File: src/rtl/uart_dma_pkg.sv
package uart_dma_pkg;

  typedef logic [1:0] trig_code_t;

  // Level table scaled from the FIFO depth: 1, depth/4, depth/2, depth-depth/8.
  function automatic int unsigned trig_level(input trig_code_t code,
                                             input int unsigned depth);
    int unsigned lvl;
    case (code)
      2'd0:    lvl = 1;
      2'd1:    lvl = depth / 4;
      2'd2:    lvl = depth / 2;
      default: lvl = depth - depth / 8;
    endcase
    return lvl;
  endfunction

endpackage

File: src/rtl/uart_fifo_occ.sv
module uart_fifo_occ #(
  parameter int unsigned DEPTH = 64,
  localparam int unsigned CW = $clog2(DEPTH + 1)
) (
  input  logic          clk,
  input  logic          rst_n,
  input  logic          push,
  input  logic          pop,
  output logic [CW-1:0] count_q,
  output logic [CW-1:0] count_nxt
);

  localparam logic [CW-1:0] FULL = CW'(DEPTH);

  always_comb begin
    count_nxt = count_q;
    case ({push, pop})
      2'b10: if (count_q != FULL) count_nxt = count_q + 1'b1;
      2'b01: if (count_q != '0)   count_nxt = count_q - 1'b1;
      default: count_nxt = count_q;
    endcase
  end

  always_ff @(posedge clk) begin
    if (!rst_n) count_q <= '0;
    else        count_q <= count_nxt;
  end

endmodule

File: src/rtl/uart_rx_req_latch.sv
module uart_rx_req_latch #(
  parameter int unsigned DEPTH = 64,
  localparam int unsigned CW = $clog2(DEPTH + 1)
) (
  input  logic          clk,
  input  logic          rst_n,
  input  logic          dma_en,
  input  logic          dma_enter,
  input  logic [CW-1:0] cnt_nxt,
  input  logic [CW-1:0] level,
  input  logic          timeout,
  output logic          req_n
);

  logic hold_v;
  logic req_d;

  assign hold_v = dma_enter ? 1'b1 : req_n;

  always_comb begin
    if (!dma_en) begin
      req_d = (cnt_nxt == '0);
    end else if (cnt_nxt == '0) begin
      req_d = 1'b1;
    end else if ((cnt_nxt >= level) || timeout) begin
      req_d = 1'b0;
    end else begin
      req_d = hold_v;
    end
  end

  always_ff @(posedge clk) begin
    if (!rst_n) req_n <= 1'b1;
    else        req_n <= req_d;
  end

endmodule

File: src/rtl/uart_tx_req_latch.sv
module uart_tx_req_latch #(
  parameter int unsigned DEPTH = 64,
  localparam int unsigned CW = $clog2(DEPTH + 1)
) (
  input  logic          clk,
  input  logic          rst_n,
  input  logic          dma_en,
  input  logic          dma_enter,
  input  logic [CW-1:0] cnt_nxt,
  input  logic [CW-1:0] level,
  output logic          req_n
);

  localparam logic [CW-1:0] FULL = CW'(DEPTH);

  logic hold_v;
  logic req_d;

  assign hold_v = dma_enter ? 1'b1 : req_n;

  always_comb begin
    if (!dma_en) begin
      req_d = (cnt_nxt != '0);
    end else if (cnt_nxt == FULL) begin
      req_d = 1'b1;
    end else if (cnt_nxt < level) begin
      req_d = 1'b0;
    end else begin
      req_d = hold_v;
    end
  end

  always_ff @(posedge clk) begin
    if (!rst_n) req_n <= 1'b0;
    else        req_n <= req_d;
  end

endmodule

File: src/rtl/uart_dma_ready.sv
module uart_dma_ready #(
  parameter int unsigned DEPTH = 64,
  localparam int unsigned CW = $clog2(DEPTH + 1)
) (
  input  logic          clk,
  input  logic          rst_n,
  input  logic          dma_en,
  input  logic [1:0]    rx_trig_sel,
  input  logic [1:0]    tx_trig_sel,
  input  logic          rx_push,
  input  logic          rx_pop,
  input  logic          tx_push,
  input  logic          tx_pop,
  input  logic          rx_timeout,
  output logic [CW-1:0] rx_count,
  output logic [CW-1:0] tx_count,
  output logic          rx_ready_n,
  output logic          tx_ready_n
);

  import uart_dma_pkg::*;

  logic          dma_q;
  logic          dma_enter;
  logic [CW-1:0] rx_lvl;
  logic [CW-1:0] tx_lvl;
  logic [CW-1:0] rx_nxt;
  logic [CW-1:0] tx_nxt;

  always_ff @(posedge clk) begin
    if (!rst_n) dma_q <= 1'b0;
    else        dma_q <= dma_en;
  end

  assign dma_enter = dma_en & ~dma_q;
  assign rx_lvl    = CW'(trig_level(rx_trig_sel, DEPTH));
  assign tx_lvl    = CW'(trig_level(tx_trig_sel, DEPTH));

  uart_fifo_occ #(.DEPTH(DEPTH)) rx_occ_i (
    .clk(clk), .rst_n(rst_n), .push(rx_push), .pop(rx_pop),
    .count_q(rx_count), .count_nxt(rx_nxt)
  );

  uart_fifo_occ #(.DEPTH(DEPTH)) tx_occ_i (
    .clk(clk), .rst_n(rst_n), .push(tx_push), .pop(tx_pop),
    .count_q(tx_count), .count_nxt(tx_nxt)
  );

  uart_rx_req_latch #(.DEPTH(DEPTH)) rx_req_i (
    .clk(clk), .rst_n(rst_n), .dma_en(dma_en), .dma_enter(dma_enter),
    .cnt_nxt(rx_nxt), .level(rx_lvl), .timeout(rx_timeout), .req_n(rx_ready_n)
  );

  uart_tx_req_latch #(.DEPTH(DEPTH)) tx_req_i (
    .clk(clk), .rst_n(rst_n), .dma_en(dma_en), .dma_enter(dma_enter),
    .cnt_nxt(tx_nxt), .level(tx_lvl), .req_n(tx_ready_n)
  );

endmodule

File: config.mk
export PLATFORM = sky130hd
export DESIGN_NAME = uart_dma_ready
export DESIGN_NICKNAME = d
export VERILOG_FILES = /design/src/rtl/uart_dma_pkg.sv /design/src/rtl/uart_fifo_occ.sv /design/src/rtl/uart_rx_req_latch.sv /design/src/rtl/uart_tx_req_latch.sv /design/src/rtl/uart_dma_ready.sv
export SDC_FILE = /design/constraint.sdc
export NUM_CORES = 1
export LEC_CHECK = 0
export BUFFER_PORTS_ARGS = -buffer_cell sky130_fd_sc_hd__buf_2
export CELL_PAD_IN_SITES_DETAIL_PLACEMENT = 0
export CELL_PAD_IN_SITES_GLOBAL_PLACEMENT = 1
export CORE_ASPECT_RATIO = 0.8
export CORE_UTILIZATION = 28
export CTS_CLUSTER_SIZE = 10
export DETAILED_ROUTE_END_ITERATION = 8
export PLACE_DENSITY = 0.63
export RECOVER_POWER = 25
export SLEW_MARGIN = 10
export SYNTH_ARGS = -nofsm -noshare
export SYNTH_HDL_FRONTEND = slang
export SYNTH_SLANG_ARGS = --single-unit
File: constraint.sdc
create_clock -name clk -period 7.1 [get_ports clk]
set_input_delay 0.71 -clock clk [delete_from_list [all_inputs] [get_ports clk]]
set_output_delay 0.71 -clock clk [all_outputs]
set_load 0.02 [all_outputs]
==> summary.md <==
The run finished with clean final reports. The total routing usage reported by global routing is 0.143, and the largest driver fanout on the critical path is 13. In this run the worst hold path is classified as register to register.

The worst-case IR drop observed on VDD is 0.0000827 V. Summed over all instances, the cell type with the most area after synthesis is sky130_fd_sc_hd__dfxtp_1. The worst register-to-register path has a depth of 13. The total overflow left after global routing is 0.

The cell that appears most often on the critical path is sky130_fd_sc_hd__inv_1. For flop-to-flop paths, the worst setup slack is 3.94 ns. Using the TritonRoute via totals, the vias-per-cell ratio works out to 5.34.

For this design the ratio of total power to cell area is 162 nW/um2. The endpoint of the most critical setup path was tx_req_i.req_n$_SDFFE_PN0P_. For the depth of the CTS H-tree, the log shows 1.

The logs give 0.557 for the worst max-slew margin expressed relative to the limit and 0.00483 ns for the worst setup skew after layout. The proportion of synthesized flip-flops having asynchronous set or reset is 0. Clock-pin slew was measured on the worst setup and hold paths at 0.07 ns. Startpoint of the most critical hold path: dma_q$_SDFF_PN0_. After routing the design area is 1990 um2. The logs give 28 for the count of pins on the block boundary and 1950 um2 for the cell area after placement. The final total power is 321 uW, and the leakage power is 0.911 nW. The yosys synthesis warning count was 0; the measured slew at the worst slew-check pin was 0.659 ns. The antenna diode count was 0. The total count of hold-check failures in the final report was 0.

Synthesis produced 238 cells. The congestion estimate from routability-driven global placement came to 0.807. The share of total power in the clock network came out at 0.229. The tools report the final setup violation count as 0. The count of nets left with antenna violations once routing finished came out at 0. Internal power comes to 196 uW. The number of port buffers is 27. The final wirelength is 4.60 mm. The post-synthesis area per instance is 7.40 um2, and the total via count after detailed routing is 1810.

The signal on the critical path passes through buf_2 -> inv_1 -> ha_1 -> inv_1 -> nand3_1 -> o311a_1 -> a31o_1 -> inv_1 -> ha_1 -> a21o_1 -> a21oi_1 -> nand2_1 -> nand3_1 -> a41oi_1 -> a311o_1. The number of gates resized after cts came out at 0. Master of the slowest instance on the critical path: sky130_fd_sc_hd__ha_1. Row generation in the floorplan step produced 25 rows. The run gives 647 as the number of filler instances in the final layout. Tracing the worst setup path back leads to its startpoint at tx_push. For the net count of the finished layout, the log shows 288. The first detailed-routing pass ran for 4 iterations.

Summed over all nets, the switching power comes to 125 uW. The required time at the endpoint of the critical path was 7.24 ns; the routed length per placed instance was 13.6 um. The tools report the post-synthesis cell area as 1760 um2. The first global-routing pass estimated 7.73 mm of wire.

The top cell type's share of synthesized area was 0.193. Counting every sink on the clock net gives 17. The clock reaches the later pin of the worst-skew pair after 0.25 ns. Setup repair after global routing left no endpoint under its margin.

The final number of max-transition violations was 0. The proportion of power drawn by combinational gates is 0.416, and the accumulated negative setup slack is 0 ns. The maximum clock path buffer count was 2; the arrival time at the worst endpoint was 3.33 ns. For the number of buffers created by CTS, the log shows 3. TritonCTS built the clock tree. In this run, synthesis produced a sequential element count of 17. The proportion of total power due to net switching was 0.390; the HPWL reported at the end of detailed placement was 3.56 mm. The part of the cycle the worst path needs works out to 0.449.

Entering global routing, the biggest net connects 17 pins. The run gives 0 as the number of buffers inserted by post-CTS setup repair. The maximum clock frequency came out at 0.314 GHz.

The die span in x works out to 90.7 um. The netlist uses 54 different library cells. By instance count, the leading cell after synthesis is sky130_fd_sc_hd__inv_1.

The core region is 5970 um2. The largest single stage delay on the critical path is 0.56 ns. The tools report the effective utilization at floorplan as 0.295.

After synthesis, the most frequently instantiated cells are 28 x sky130_fd_sc_hd__inv_1, 27 x sky130_fd_sc_hd__nor2_1, 17 x sky130_fd_sc_hd__dfxtp_1, 17 x sky130_fd_sc_hd__ha_1, 16 x sky130_fd_sc_hd__a21oi_1. For the sequential fraction of design power, the log shows 0.355. The logs give 6610 um2 for the area of the die and 0.193 for the post-synthesis sequential area ratio. For the total of max-cap violations, the log shows 0. By area the synthesized netlist is led by sky130_fd_sc_hd__dfxtp_1 19%, sky130_fd_sc_hd__ha_1 12%, sky130_fd_sc_hd__inv_1 6.0%, sky130_fd_sc_hd__nor2_1 5.8%, sky130_fd_sc_hd__a21oi_1 4.5%. The startpoint identified for the worst register-to-register timing path is rx_occ_i.count_q[0]$_SDFF_PN0_. The initial antenna violation count came out at 0.

Hold repair after CTS inserted 0 buffers. The run gives 1610 as the via count of the first global-routing pass. The terminus of the critical flop-to-flop path is rx_req_i.req_n$_SDFFE_PN1P_. The time the worst path needs with I/O delays and setup works out to 3.19 ns.

The clock root buffer was sky130_fd_sc_hd__clkbuf_8. Endpoint kind of the worst setup timing path: a register. The residual DRC count is 0.

Kind of launch point of the worst setup path: a primary input. In this run the vertical extent of the chip is 72.9 um. The number of nets handed over by synthesis was 267.

The synthesized design contains 0 enable-type register cells. The setup path with the least slack is of type primary input to register. The layout cell share with drive strength beyond 1 was 0.140. The number of violations reported at the end of detailed-routing iteration 0 is 137, and the layout-stage area growth over the synthesis result is 12.9%.

Most common flop cell mapped by yosys: sky130_fd_sc_hd__dfxtp_1.
placed cells by master, fill, tap and decap left out, drive strengths merged, types with 5 or more instances in the layout:
master,Yosys,layout
inv,28,28
nor2,27,27
buf,3,20
ha,17,17
dfxtp,17,17
a21oi,16,16
o21ai,14,14
nand2,12,12
clkbuf,8,11
nand3,8,8
nand2b,6,6
and3,5,5
nand4,5,5
o31ai,5,5
power by group through the flow:
| stage | Clock (mW) | Sequential, mW | Combinational [mW] |
|---|---|---|---|
| after floorplan | 0 | 0.119 | 0.0985 |
| after global placement | 0 | 0.117 | 0.136 |
| after detailed placement | 0 | 0.116 | 0.134 |
| after CTS | 0.0768 | 0.114 | 0.134 |
| after global routing | 0.0807 | 0.116 | 0.149 |
| final | 0.0736 | 0.114 | 0.133 |
through the flow:
stage,hold WS [ns],setup WS (ns),cells,utilization
after floorplan,0.627,4.09,238,-
after global placement,0.682,3.61,335,0.326
after detailed placement,0.658,3.63,335,0.326
after CTS,0.684,3.91,339,0.334
after global routing,0.735,3.70,339,0.333
final,0.672,3.91,339,0.333
critical path: cells and delay by family:
kind | cells | cell delay (ns)
AO/OA/AOI/OAI | 6 | 0.99
buffers and inverters | 4 | 0.47
adder cells (fa/ha/maj) | 2 | 0.87
AND/OR/NAND/NOR | 3 | 0.30
cells by family after synthesis:
kind of cell             after synthesis  share of synthesized area
flip-flops                            17                      0.193
adder cells (fa/ha/maj)               17                      0.121
buffers and inverters                 39                     0.0860
multiplexers                           2                     0.0128
AND/OR/NAND/NOR                       91                      0.272
AO/OA/AOI/OAI                         72                      0.316
sequential cells by signal, summed over array words and instances, names as in the netlist:
| register | cells |
|---|---|
| tx_occ_i.count_q | 7 |
| rx_occ_i.count_q | 7 |
| rx_req_i.req_n | 1 |
| tx_req_i.req_n | 1 |
| dma_q | 1 |
area by class of cell:
class | instances | area, um2 | area share
timing repair buffer | 27 | 126 | 0.0636
multi-input combinational | 182 | 1270 | 0.639
clock buffer | 4 | 45.0 | 0.0227
tap | 81 | 101 | 0.0510
inverter | 28 | 105 | 0.0529
sequential | 17 | 340 | 0.171
routing by layer:
metal / part of all wire / global-route usage / wire length [um] / vias up
met5: 0 / 0 / 0 / -
met4: 0.0046 / 0.0197 / 21 / 0
met3: 0.047 / 0.0281 / 215 / 4
met2: 0.41 / 0.215 / 1890 / 44
met1: 0.54 / 0.215 / 2470 / 851
li1: - / - / - / 911
worst min-delay path by stage:
stage                                  end  slack (ns)  cells past startpoint
2_1_floorplan  tx_req_i.req_n$_SDFFE_PN0P_        0.63                      3
6_report       tx_req_i.req_n$_SDFFE_PN0P_        0.67                      3
3_5_place_dp   tx_req_i.req_n$_SDFFE_PN0P_        0.66                      3
3_3_place_gp   tx_req_i.req_n$_SDFFE_PN0P_        0.68                      3
5_1_grt        tx_req_i.req_n$_SDFFE_PN0P_        0.74                      3
4_1_cts        tx_req_i.req_n$_SDFFE_PN0P_        0.68                      3
Note: power is estimated with default switching activity, not from simulation.
